[config.mk]
export PLATFORM = sky130hd
export DESIGN_NAME = pllfreq_calc
export DESIGN_NICKNAME = d
export VERILOG_FILES = /design/src/rtl/pllfreq_pkg.sv /design/src/rtl/pllfreq_decode.sv /design/src/rtl/pllfreq_div.sv /design/src/rtl/pllfreq_calc.sv
export SDC_FILE = /design/constraint.sdc
export NUM_CORES = 1
export LEC_CHECK = 0
export BUFFER_PORTS_ARGS = -buffer_cell sky130_fd_sc_hd__buf_2
export CAP_MARGIN = 10
export CORE_AREA = 4 4 185 187
export DETAILED_ROUTE_END_ITERATION = 12
export DIE_AREA = 0 0 189 191
export GPL_TIMING_DRIVEN = 0
export PLACE_DENSITY = 0.8
export SYNTH_ARGS = -nofsm -noshare
export SYNTH_HDL_FRONTEND = slang
export SYNTH_SLANG_ARGS = --single-unit
export TNS_END_PERCENT = 30
[constraint.sdc]
create_clock -name clk -period 7.5 [get_ports clk]
set_clock_uncertainty 0.15 [all_clocks]
set_input_delay 1.5 -clock clk [delete_from_list [all_inputs] [get_ports clk]]
set_output_delay 1.5 -clock clk [all_outputs]
set_load 0.02 [all_outputs]
[src/rtl/pllfreq_pkg.sv]
package pllfreq_pkg;

    localparam int unsigned DW = 32;

    // reference clock strap positions
    localparam int unsigned STRAP_REF25_BIT = 23;
    localparam int unsigned STRAP_REF48_BIT = 18;
    localparam int unsigned STRAP_SEL_LO    = 8;

    // newer layout
    localparam int unsigned NEW_OFF_BIT = 20;
    localparam int unsigned NEW_BYP_BIT = 19;
    localparam int unsigned NEW_P_LO    = 13;
    localparam int unsigned NEW_M_LO    = 5;

    // older layout
    localparam int unsigned OLD_OFF_BIT = 18;
    localparam int unsigned OLD_BYP_BIT = 17;
    localparam int unsigned OLD_N_LO    = 5;
    localparam int unsigned OLD_OD_BIT  = 4;
    localparam int unsigned PROG_BIT    = 10;

    // clock-select divider field
    localparam int unsigned PDIV_LO = 23;

    localparam logic [DW-1:0] REF_24M = DW'(24_000_000);
    localparam logic [DW-1:0] REF_25M = DW'(25_000_000);
    localparam logic [DW-1:0] REF_48M = DW'(48_000_000);

    typedef enum logic [2:0] {
        ST_IDLE,
        ST_DECODE,
        ST_RATIO_A,
        ST_RATIO_B,
        ST_SCALE,
        ST_BUSDIV,
        ST_FINISH
    } calc_state_e;

    function automatic logic [DW-1:0] strap_table_hz(input logic ref25, input logic [1:0] sel);
        logic [DW-1:0] mhz;
        unique case ({ref25, sel})
            3'b000: mhz = DW'(384);
            3'b001: mhz = DW'(360);
            3'b010: mhz = DW'(336);
            3'b011: mhz = DW'(408);
            3'b100: mhz = DW'(400);
            3'b101: mhz = DW'(375);
            3'b110: mhz = DW'(350);
            default: mhz = DW'(425);
        endcase
        return mhz * DW'(1_000_000);
    endfunction

endpackage

[src/rtl/pllfreq_decode.sv]
module pllfreq_decode
    import pllfreq_pkg::*;
#(
    parameter int unsigned W = DW
) (
    input  logic         fmt_new,
    input  logic [W-1:0] pll_word,
    input  logic [W-1:0] strap_word,
    input  logic [W-1:0] clksel_word,
    input  logic         programmed,
    output logic [W-1:0] ref_hz,
    output logic [W-1:0] table_hz,
    output logic         is_off,
    output logic         is_bypass,
    output logic         use_table,
    output logic         two_stage,
    output logic         double_a,
    output logic [W-1:0] num_a,
    output logic [W-1:0] den_a,
    output logic [W-1:0] den_b,
    output logic [W-1:0] den_bus,
    output logic [1:0]   bus_shift
);

    logic       ref25;
    logic       ref48;
    logic [1:0] strap_sel;
    logic [7:0] nf_m;
    logic [4:0] nf_n;
    logic [5:0] nf_p;
    logic [5:0] of_n;
    logic [3:0] of_d;
    logic [2:0] pdiv;

    always_comb begin
        ref25     = strap_word[STRAP_REF25_BIT];
        ref48     = strap_word[STRAP_REF48_BIT];
        strap_sel = strap_word[STRAP_SEL_LO +: 2];
        nf_m      = pll_word[NEW_M_LO +: 8];
        nf_n      = pll_word[4:0];
        nf_p      = pll_word[NEW_P_LO +: 6];
        of_n      = pll_word[OLD_N_LO +: 6];
        of_d      = pll_word[3:0];
        pdiv      = clksel_word[PDIV_LO +: 3];
    end

    always_comb begin
        if (ref25)      ref_hz = REF_25M;
        else if (ref48) ref_hz = REF_48M;
        else            ref_hz = REF_24M;
    end

    assign table_hz = strap_table_hz(ref25, strap_sel);
    assign den_bus  = W'(pdiv) + W'(1);

    always_comb begin
        if (fmt_new) begin
            is_off    = pll_word[NEW_OFF_BIT];
            is_bypass = pll_word[NEW_BYP_BIT];
            use_table = 1'b0;
            two_stage = 1'b1;
            double_a  = 1'b0;
            num_a     = W'(nf_m) + W'(1);
            den_a     = W'(nf_n) + W'(1);
            den_b     = W'(nf_p) + W'(1);
            bus_shift = 2'd2;
        end else begin
            is_off    = pll_word[OLD_OFF_BIT];
            is_bypass = programmed & pll_word[OLD_BYP_BIT];
            use_table = ~programmed;
            two_stage = 1'b0;
            double_a  = ~pll_word[OLD_OD_BIT];
            num_a     = W'(of_n) + W'(2);
            den_a     = W'(of_d) + W'(1);
            den_b     = W'(1);
            bus_shift = 2'd1;
        end
    end

endmodule

[src/rtl/pllfreq_div.sv]
module pllfreq_div #(
    parameter int unsigned W = 32
) (
    input  logic         clk,
    input  logic         rst_n,
    input  logic         go,
    input  logic [W-1:0] dividend,
    input  logic [W-1:0] divisor,
    output logic         ready,
    output logic [W-1:0] quotient
);

    localparam int unsigned CW = $clog2(W) + 1;

    logic [W:0]    rem_q;
    logic [W-1:0]  quo_q;
    logic [W-1:0]  dvs_q;
    logic [CW-1:0] cnt_q;
    logic          active_q;
    logic [W:0]    rem_sh;
    logic [W:0]    rem_sub;
    logic          fits;

    always_comb begin
        rem_sh  = {rem_q[W-1:0], quo_q[W-1]};
        rem_sub = rem_sh - {1'b0, dvs_q};
        fits    = rem_sh >= {1'b0, dvs_q};
    end

    always_ff @(posedge clk or negedge rst_n) begin
        if (!rst_n) begin
            rem_q    <= '0;
            quo_q    <= '0;
            dvs_q    <= '0;
            cnt_q    <= '0;
            active_q <= 1'b0;
            ready    <= 1'b0;
        end else begin
            ready <= 1'b0;
            if (go) begin
                rem_q    <= '0;
                quo_q    <= dividend;
                dvs_q    <= divisor;
                cnt_q    <= '0;
                active_q <= 1'b1;
            end else if (active_q) begin
                rem_q <= fits ? rem_sub : rem_sh;
                quo_q <= {quo_q[W-2:0], fits};
                cnt_q <= cnt_q + CW'(1);
                if (cnt_q == CW'(W - 1)) begin
                    active_q <= 1'b0;
                    ready    <= 1'b1;
                end
            end
        end
    end

    assign quotient = quo_q;

endmodule

[src/rtl/pllfreq_calc.sv]
module pllfreq_calc
    import pllfreq_pkg::*;
#(
    parameter int unsigned W = DW
) (
    input  logic         clk,
    input  logic         rst_n,
    input  logic         start,
    input  logic         fmt_new,
    input  logic [W-1:0] pll_word,
    input  logic [W-1:0] strap_word,
    input  logic [W-1:0] clksel_word,
    input  logic [W-1:0] prog_flags,
    output logic         busy,
    output logic         done,
    output logic [W-1:0] hpll_hz,
    output logic [W-1:0] apb_hz
);

    calc_state_e state_q, state_n;

    logic         fmt_q;
    logic [W-1:0] pll_q;
    logic [W-1:0] strap_q;
    logic [W-1:0] clksel_q;
    logic         prog_q;

    logic [W-1:0] mult_q;
    logic [W-1:0] hpll_q;
    logic [W-1:0] apb_q;
    logic         div_go_q;

    logic [W-1:0] ref_hz, table_hz, num_a, den_a, den_b, den_bus;
    logic         is_off, is_bypass, use_table, two_stage, double_a;
    logic [1:0]   bus_shift;

    logic [W-1:0] div_num, div_den, div_quo;
    logic         div_ready;
    logic         accept;
    logic         is_div_state_n;

    pllfreq_decode #(.W(W)) u_decode (
        .fmt_new     (fmt_q),
        .pll_word    (pll_q),
        .strap_word  (strap_q),
        .clksel_word (clksel_q),
        .programmed  (prog_q),
        .ref_hz      (ref_hz),
        .table_hz    (table_hz),
        .is_off      (is_off),
        .is_bypass   (is_bypass),
        .use_table   (use_table),
        .two_stage   (two_stage),
        .double_a    (double_a),
        .num_a       (num_a),
        .den_a       (den_a),
        .den_b       (den_b),
        .den_bus     (den_bus),
        .bus_shift   (bus_shift)
    );

    always_comb begin
        unique case (state_q)
            ST_RATIO_B: begin div_num = mult_q; div_den = den_b;   end
            ST_BUSDIV:  begin div_num = hpll_q; div_den = den_bus; end
            default:    begin div_num = num_a;  div_den = den_a;   end
        endcase
    end

    pllfreq_div #(.W(W)) u_div (
        .clk      (clk),
        .rst_n    (rst_n),
        .go       (div_go_q),
        .dividend (div_num),
        .divisor  (div_den),
        .ready    (div_ready),
        .quotient (div_quo)
    );

    assign accept = start && (state_q == ST_IDLE);

    // next-state logic
    always_comb begin
        state_n = state_q;
        unique case (state_q)
            ST_IDLE:    if (accept) state_n = ST_DECODE;
            ST_DECODE:  state_n = (is_off || use_table || is_bypass) ? ST_SCALE : ST_RATIO_A;
            ST_RATIO_A: if (div_ready) state_n = two_stage ? ST_RATIO_B : ST_SCALE;
            ST_RATIO_B: if (div_ready) state_n = ST_SCALE;
            ST_SCALE:   state_n = ST_BUSDIV;
            ST_BUSDIV:  if (div_ready) state_n = ST_FINISH;
            ST_FINISH:  state_n = ST_IDLE;
            default:    state_n = ST_IDLE;
        endcase
    end

    assign is_div_state_n = (state_n == ST_RATIO_A) || (state_n == ST_RATIO_B) ||
                            (state_n == ST_BUSDIV);

    // state register
    always_ff @(posedge clk or negedge rst_n) begin
        if (!rst_n) state_q <= ST_IDLE;
        else        state_q <= state_n;
    end

    // datapath registers
    always_ff @(posedge clk or negedge rst_n) begin
        if (!rst_n) begin
            fmt_q    <= 1'b0;
            pll_q    <= '0;
            strap_q  <= '0;
            clksel_q <= '0;
            prog_q   <= 1'b0;
            mult_q   <= '0;
            hpll_q   <= '0;
            apb_q    <= '0;
            div_go_q <= 1'b0;
        end else begin
            div_go_q <= is_div_state_n && (state_n != state_q);
            if (accept) begin
                fmt_q    <= fmt_new;
                pll_q    <= pll_word;
                strap_q  <= strap_word;
                clksel_q <= clksel_word;
                prog_q   <= prog_flags[PROG_BIT];
            end
            unique case (state_q)
                ST_DECODE: mult_q <= W'(1);
                ST_RATIO_A: if (div_ready) mult_q <= double_a ? {div_quo[W-2:0], 1'b0} : div_quo;
                ST_RATIO_B: if (div_ready) mult_q <= div_quo;
                ST_SCALE: begin
                    if (is_off)         hpll_q <= '0;
                    else if (use_table) hpll_q <= table_hz;
                    else                hpll_q <= ref_hz * mult_q;
                end
                ST_BUSDIV: if (div_ready) apb_q <= div_quo >> bus_shift;
                default: ;
            endcase
        end
    end

    // outputs
    always_comb begin
        busy    = (state_q != ST_IDLE);
        done    = (state_q == ST_FINISH);
        hpll_hz = hpll_q;
        apb_hz  = apb_q;
    end

endmodule

After elaboration in Yosys (flattened, before gate mapping)
Index checks and enable logic that the tools add are counted.

cells by class
  $add $sub $neg = 8
  multiply operators = 2
  divide/modulo/power cells = 0
  $lt $le $gt $ge = 1
  equality and inequality tests = 19
  shift-type cells = 1
  muxes and demuxes = 40
  bitwise logic cells = 3
  reductions and logical operators = 13

operator list
  operator                 count
  $mux W32                 13
  $pmux W32 S2             2
  $pmux W32 S3             1
  $pmux W8 S7              1
  $mux W26                 2
  $ge A33 B32 Y1           1
  $mul A32 B32 Y32         1
  $shr A32 B2 Y32          1
  $sub A32 B32 Y32         1
  $mul A9 B14 Y23 const B  1
  $eq A3 B3 Y1 const B     7
  $eq A3 B2 Y1 const B     6
  $mux W3                  6
  $pmux W3 S6              1
  $mux W6                  2
  $mux W1                  11
  $add A8 B1 Y9 const B    1
  $add A6 B1 Y7 const B    1
  $add A6 B2 Y7 const B    1
  $add A5 B1 Y6 const B    1
  $add A6 B1 Y6 const B    1
  $eq A3 B1 Y1 const B     2
  $eq A6 B5 Y1 const B     1
  $logic_not A3 Y1         2
  13 further kinds         20

storage, ports and cells
  bits in registers = 277
  bits in latches = 0
  bits in writable memories = 0
  bits in read-only memories = 0
  input bits = 132
  output and inout bits = 66
  logic and storage cells = 103
  memories = 0

Depth between registers and ports, before layout
  word-level depth = 10
  depth in mapped cells = 26
  mapped depth without buffers = 25

Modules after synthesis
A second synthesis with hierarchy kept.

unflattened totals
  cells, all modules = 3877
  area, all modules = 35296.4 um^2

by module, submodules not included
  module          instances  cells each  area each (um^2)  seq. area each (um^2)
  pllfreq_calc    1          2689        25665.9           4954.8
  pllfreq_div     1          758         6433.7            2602.5
  pllfreq_decode  1          430         3196.8            0.0

Worst setup path before layout
Ideal clock, no wire load.

  path type = reg-to-reg
  from = reg strap_q[18]
  to = reg hpll_q[31], in the netlist hpll_hz[31]
  library setup time = 121 ps
  arrival time = 6373 ps
  data required time = 7229 ps
  path slack = 856 ps
  cell stages (with the launch flop) = 23
  path buffers = 3
  period minus slack after synthesis = 6644 ps
  cells stage by stage = dfrtp_1 > clkbuf_1 > nand2_1 > clkbuf_1 > clkbuf_1 > nand2_1 > fa_1 > fa_1 > fa_1 > fa_1 > inv_1 > fa_1 > fa_1 > ha_1 > ha_1 > nand2_1 > nor2_1 > o311a_1 > o41ai_1 > o21ai_0 > a31oi_1 > xnor2_1 > a22o_1

between the ends
  longest elaborated chain between the ends = 5

RTL lines
  what                    line                  RTL
  start, declared         pllfreq_calc.sv:24    logic [W-1:0] strap_q;
  start signal, assigned  pllfreq_calc.sv:123   strap_q <= strap_word;
  $mux W26                pllfreq_decode.sv:49  else if (ref48) ref_hz = REF_48M;
  $mux W26                pllfreq_decode.sv:48  if (ref25) ref_hz = REF_25M;
  $mul A32 B32 Y32        pllfreq_calc.sv:134   else hpll_q <= ref_hz * mult_q;
  $mux W32                pllfreq_calc.sv:133   else if (use_table) hpll_q <= table_hz;
  $mux W32                pllfreq_calc.sv:132   if (is_off) hpll_q <= '0;
  end signal, assigned    pllfreq_calc.sv:133
  end signal, assigned    pllfreq_calc.sv:134
  end, declared           pllfreq_calc.sv:29    logic [W-1:0] hpll_q;

Every way passes these cells.
A chain may end at the register's enable or synchronous reset.

Final worst setup path
  from = reg strap_q[23]
  to = reg hpll_q[31], in the netlist hpll_hz[31]

between the ends
  longest elaborated chain between the ends = 4

RTL lines
  what              line
  $mux W26          pllfreq_decode.sv:48
  $mul A32 B32 Y32  pllfreq_calc.sv:134
  $mux W32          pllfreq_calc.sv:133
  $mux W32          pllfreq_calc.sv:132

Every way passes these cells.

==> summary.txt <==
Worst setup path
  – Worst Path Arrival: 7.46 ns
  – Worst Path Required: 7.74 ns
  – Flop2flop setup slack: 0.28 ns
  – CP max FO: 10
  – Crit Reg-Reg Endpoint: hpll_hz[31]
  – CP Class: reg -> reg
  – FF-to-FF path depth: 23
  – Crit start category: flop
  – Worst r2r src: strap_q[23]
  – Critical path endpoint: hpll_hz[31]
  – Setup crit start: strap_q[23]
  – CP endpoint kind: flop

Timing
  – # setup viols final: 0
  – F_max: 139 MHz
  – Tmin final: 7.22 ns
  – Final Hold Viols: 0
  – Max Slew Vio Count: 0
  – RSZ-0062 raised after global routing: false
  – Final TNS setup: 0 ns
  – Rel. slew slack: 0.412
  – Slew @ Worst Pin: 0.875 ns
  – Period utilization: 0.963

Route
  – Post-route ant nets: 0
  – DR iter-0 viols: 1342
  – Detailed Routing Iterations Pass 1: 5
  – Drt wl/cell: 20.4 microns
  – Vias: 15600
  – DRT Wirelength: 54000 microns
  – Via/cell ratio: 5.89
  – DRC Markers: 0

Clock network
  – Hold_buf cts: 0
  – Clock sinks: 203
  – TritonCTS clock tree: done
  – H-Tree Depth: 1
  – Root Buffer: clkbuf_16
  – Clock latency on the worst-skew pair: 0.51 ns
  – Max Buffers Root-to-Sink: 3
  – CTS Buf Count: 21
  – Clk pin slew, worst setup/hold paths: 0.06 ns
  – Setup bufs post-CTS: 0

Logic synthesis
  – Simple-Gate Fraction of Synth Area: 0.126
  – Top post-synthesis cells by area: dfrtp_1 (26%), fa_1 (18%), ha_1 (12%), inv_1 (5.5%), mux2i_1 (3.8%)
  – Register area share after synthesis: 0.262
  – Register bit total from synthesis: 203
  – Multiplexer area fraction after synthesis: 0.0533
  – XOR/XNOR Fraction of Synth Area: 0.0443
  – Top_reg_cell synth: dfrtp_1
  – Synthesized netlist cell count: 2079
  – Ys async rst share: 1.00
  – Synth Warn #: 0
  – Netlist cell types: 72
  – Yosys top cell area share: 0.262
  – Post-synthesis adder-cell area fraction: 0.308
  – Synth Area in Compound Gates: 0.129
  – Synth area leader: dfrtp_1
  – Largest family of logic cells by synthesized area: adder cells
  – Mean Syn Cell Area: 9.32 sq um
  – Count of flip-flops with a built-in enable after synthesis: 0
  – Synth Cell Area: 19400 sq um

GRT
  – GRT Util Overall: 0.300
  – Initial antenna violation count: 0
  – Vias in the first global route: 16000
  – Largest net degree at the start of global routing: 111
  – Global route overflow: 0
  – Global-route wire length before repair: 86000 microns

Floorplan
  – Die width: 189 microns
  – Io pins: 198
  – Core ar.: 32500 sq um
  – Num rows: 66
  – Die Area: 36100 sq um
  – Initial Util: 0.597
  – DIE HEIGHT: 191 microns

Cells and area
  – Multi-input gate area: 12800 sq um
  – Final instance area: 21100 sq um
  – Layout cells sized above 1: 0.0851
  – ANT cells: 0
  – Layout fillers: 2623
  – Nets: 2700
  – Sequential cell area: 5080 sq um
  – Layout area overhead: 8.92%

Place
  – GPL Wtd Cong: 0.974
  – Port bufs: 92
  – Final HPWL DP: 44200 microns
  – Placed Area: 20400 sq um

Pwr
  – Pwr dens: 99.4 nW/um^2
  – Maximum vdd drop: 0.177 mV
  – Pleak: 0.0106 uW

Run
  – Maxcap violations: 0

Worst hold path
  – Hold Crit Class: reg -> reg
  – Hold Path Stages: 2

Outcome
  – Status: finished clean
[metrics by stage]
| stage | hold WS, ns | worst slack (ns) | instances | util | power (uW) |
|---|---|---|---|---|---|
| after floorplan | 0.301 | 0.856 | 2084 | - | 1120 |
| after global placement | 0.311 | -0.809 | 2618 | 0.629 | 1150 |
| after detailed placement | 0.321 | -0.839 | 2619 | 0.630 | 1150 |
| after CTS | 0.334 | 0.0296 | 2652 | 0.650 | 2110 |
| after global routing | 0.354 | 0.0116 | 2652 | 0.650 | 2160 |
| final | 0.330 | 0.281 | 2652 | 0.650 | 2100 |
[report_power, final]
group | internal, uW | total [uW] | switching [uW] | leakage (uW)
clock network | 543 | 965 | 422 | 0.000304
registers | 1100 | 1100 | 0 | 0.00277
logic | 10.1 | 37.6 | 27.5 | 0.00756
total | 1650 | 2100 | 450 | 0.0106
[final cells by class]
cell class              instances  area share
repair buffers                 94      0.0239
clock inverters                 4     0.00113
clock buffers                  30      0.0279
multi-input cells            1486       0.608
well taps                     442      0.0262
inverters                     285      0.0507
flip-flops and latches        203       0.241
plain buffers                 108      0.0214
[worst max-delay path, cell delays in order (launching register included)]
cell and delay, ns:
dfrtp_1 0.48, buf_4 0.28, nor2_1 0.10, clkbuf_2 0.24, nor2_1 0.25, ha_1 0.19
o21bai_1 0.22, inv_1 0.15, fa_1 0.53, fa_1 0.53, inv_1 0.05, ha_1 0.29
ha_1 0.32, fa_1 0.50, ha_1 0.35, fa_1 0.49, a211oi_1 0.33, nor2_1 0.11
o311a_1 0.37, o41ai_4 0.40, o21ai_0 0.22, a31oi_1 0.23, xnor2_1 0.11, a22o_1 0.20
[kinds of logic after synthesis]
logic type | after synthesis
mux | 100
flops | 203
buf+inv | 395
compound gates | 396
other cells | 1
xor+xnor | 98
fa+ha+maj | 369
simple gates | 517
[cell usage in the layout (no fill, tap or decap), types with 16 or more instances in the layout]
| master | instances |
|---|---|
| nand2_1 | 191 |
| xor2_1 | 27 |
| dfrtp_1 | 202 |
| nor3_1 | 16 |
| clkbuf_16 | 21 |
| clkbuf_1 | 89 |
| and2_1 | 25 |
| mux2i_1 | 74 |
| fa_1 | 179 |
| nor2b_1 | 48 |
| or3_1 | 19 |
| buf_2 | 95 |
| xnor2_1 | 71 |
| a21oi_1 | 85 |
| inv_1 | 283 |
| mux2_2 | 26 |
| nor2_1 | 131 |
| a211oi_1 | 50 |
| a22oi_1 | 38 |
| ha_1 | 190 |
| o21ai_0 | 123 |
[per-layer routing]
layer,up-vias,share of wire,GRT usage
li1,7161,-,-
met1,7694,0.40,0.391
met2,624,0.48,0.506
met3,148,0.063,0.0352
met4,0,0.055,0.141
met5,-,0,0
[synth_stat cells, types with 9 or more instances]
cell,instances
nor2_1,131
nand4_1,10
clkbuf_1,93
mux2_2,26
o21ai_0,124
or3_1,19
and3_1,9
a21oi_1,85
xor2_1,27
a211oi_1,50
nor2b_1,50
ha_1,190
a21o_1,9
fa_1,179
dfrtp_1,203
nand3_1,12
xnor2_1,71
nor4_1,12
nor3_1,17
o211ai_1,9
inv_1,283
a311oi_1,11
nand2b_1,15
mux2i_1,74
nand2_1,192
and2_1,25
a22oi_1,38
[timing repair]
action | CTS | global route
endpoints found under the hold margin | 0 | 0
setup endpoints to repair | 9 | 7
gates cloned | 0 | 0
resized for setup | 9 | 15
[state kept, by name (all words and copies together) (netlist names)]
signal / count
u_div.dvs_q: 7
u_div.ready: 1
fmt_q: 1
apb_hz: 32
mult_q: 32
pll_q: 21
prog_q: 1
strap_q: 4
u_div.active_q: 1
u_div.cnt_q: 6
u_div.rem_q: 32
clksel_q: 3
hpll_hz: 26
state_q: 3
div_go_q: 1
u_div.quotient: 32
[worst min-delay path by stage]
stage	slack [ns]	endpoint	start
global route	0.35	apb_hz[31]	apb_hz[31]
global placement	0.31	mult_q[29]	mult_q[29]
floorplan	0.30	mult_q[26]	mult_q[26]
finish	0.33	apb_hz[14]	apb_hz[14]
CTS	0.33	mult_q[26]	mult_q[26]
detailed placement	0.32	apb_hz[14]	apb_hz[14]
Power figures use the tool's default switching activity.
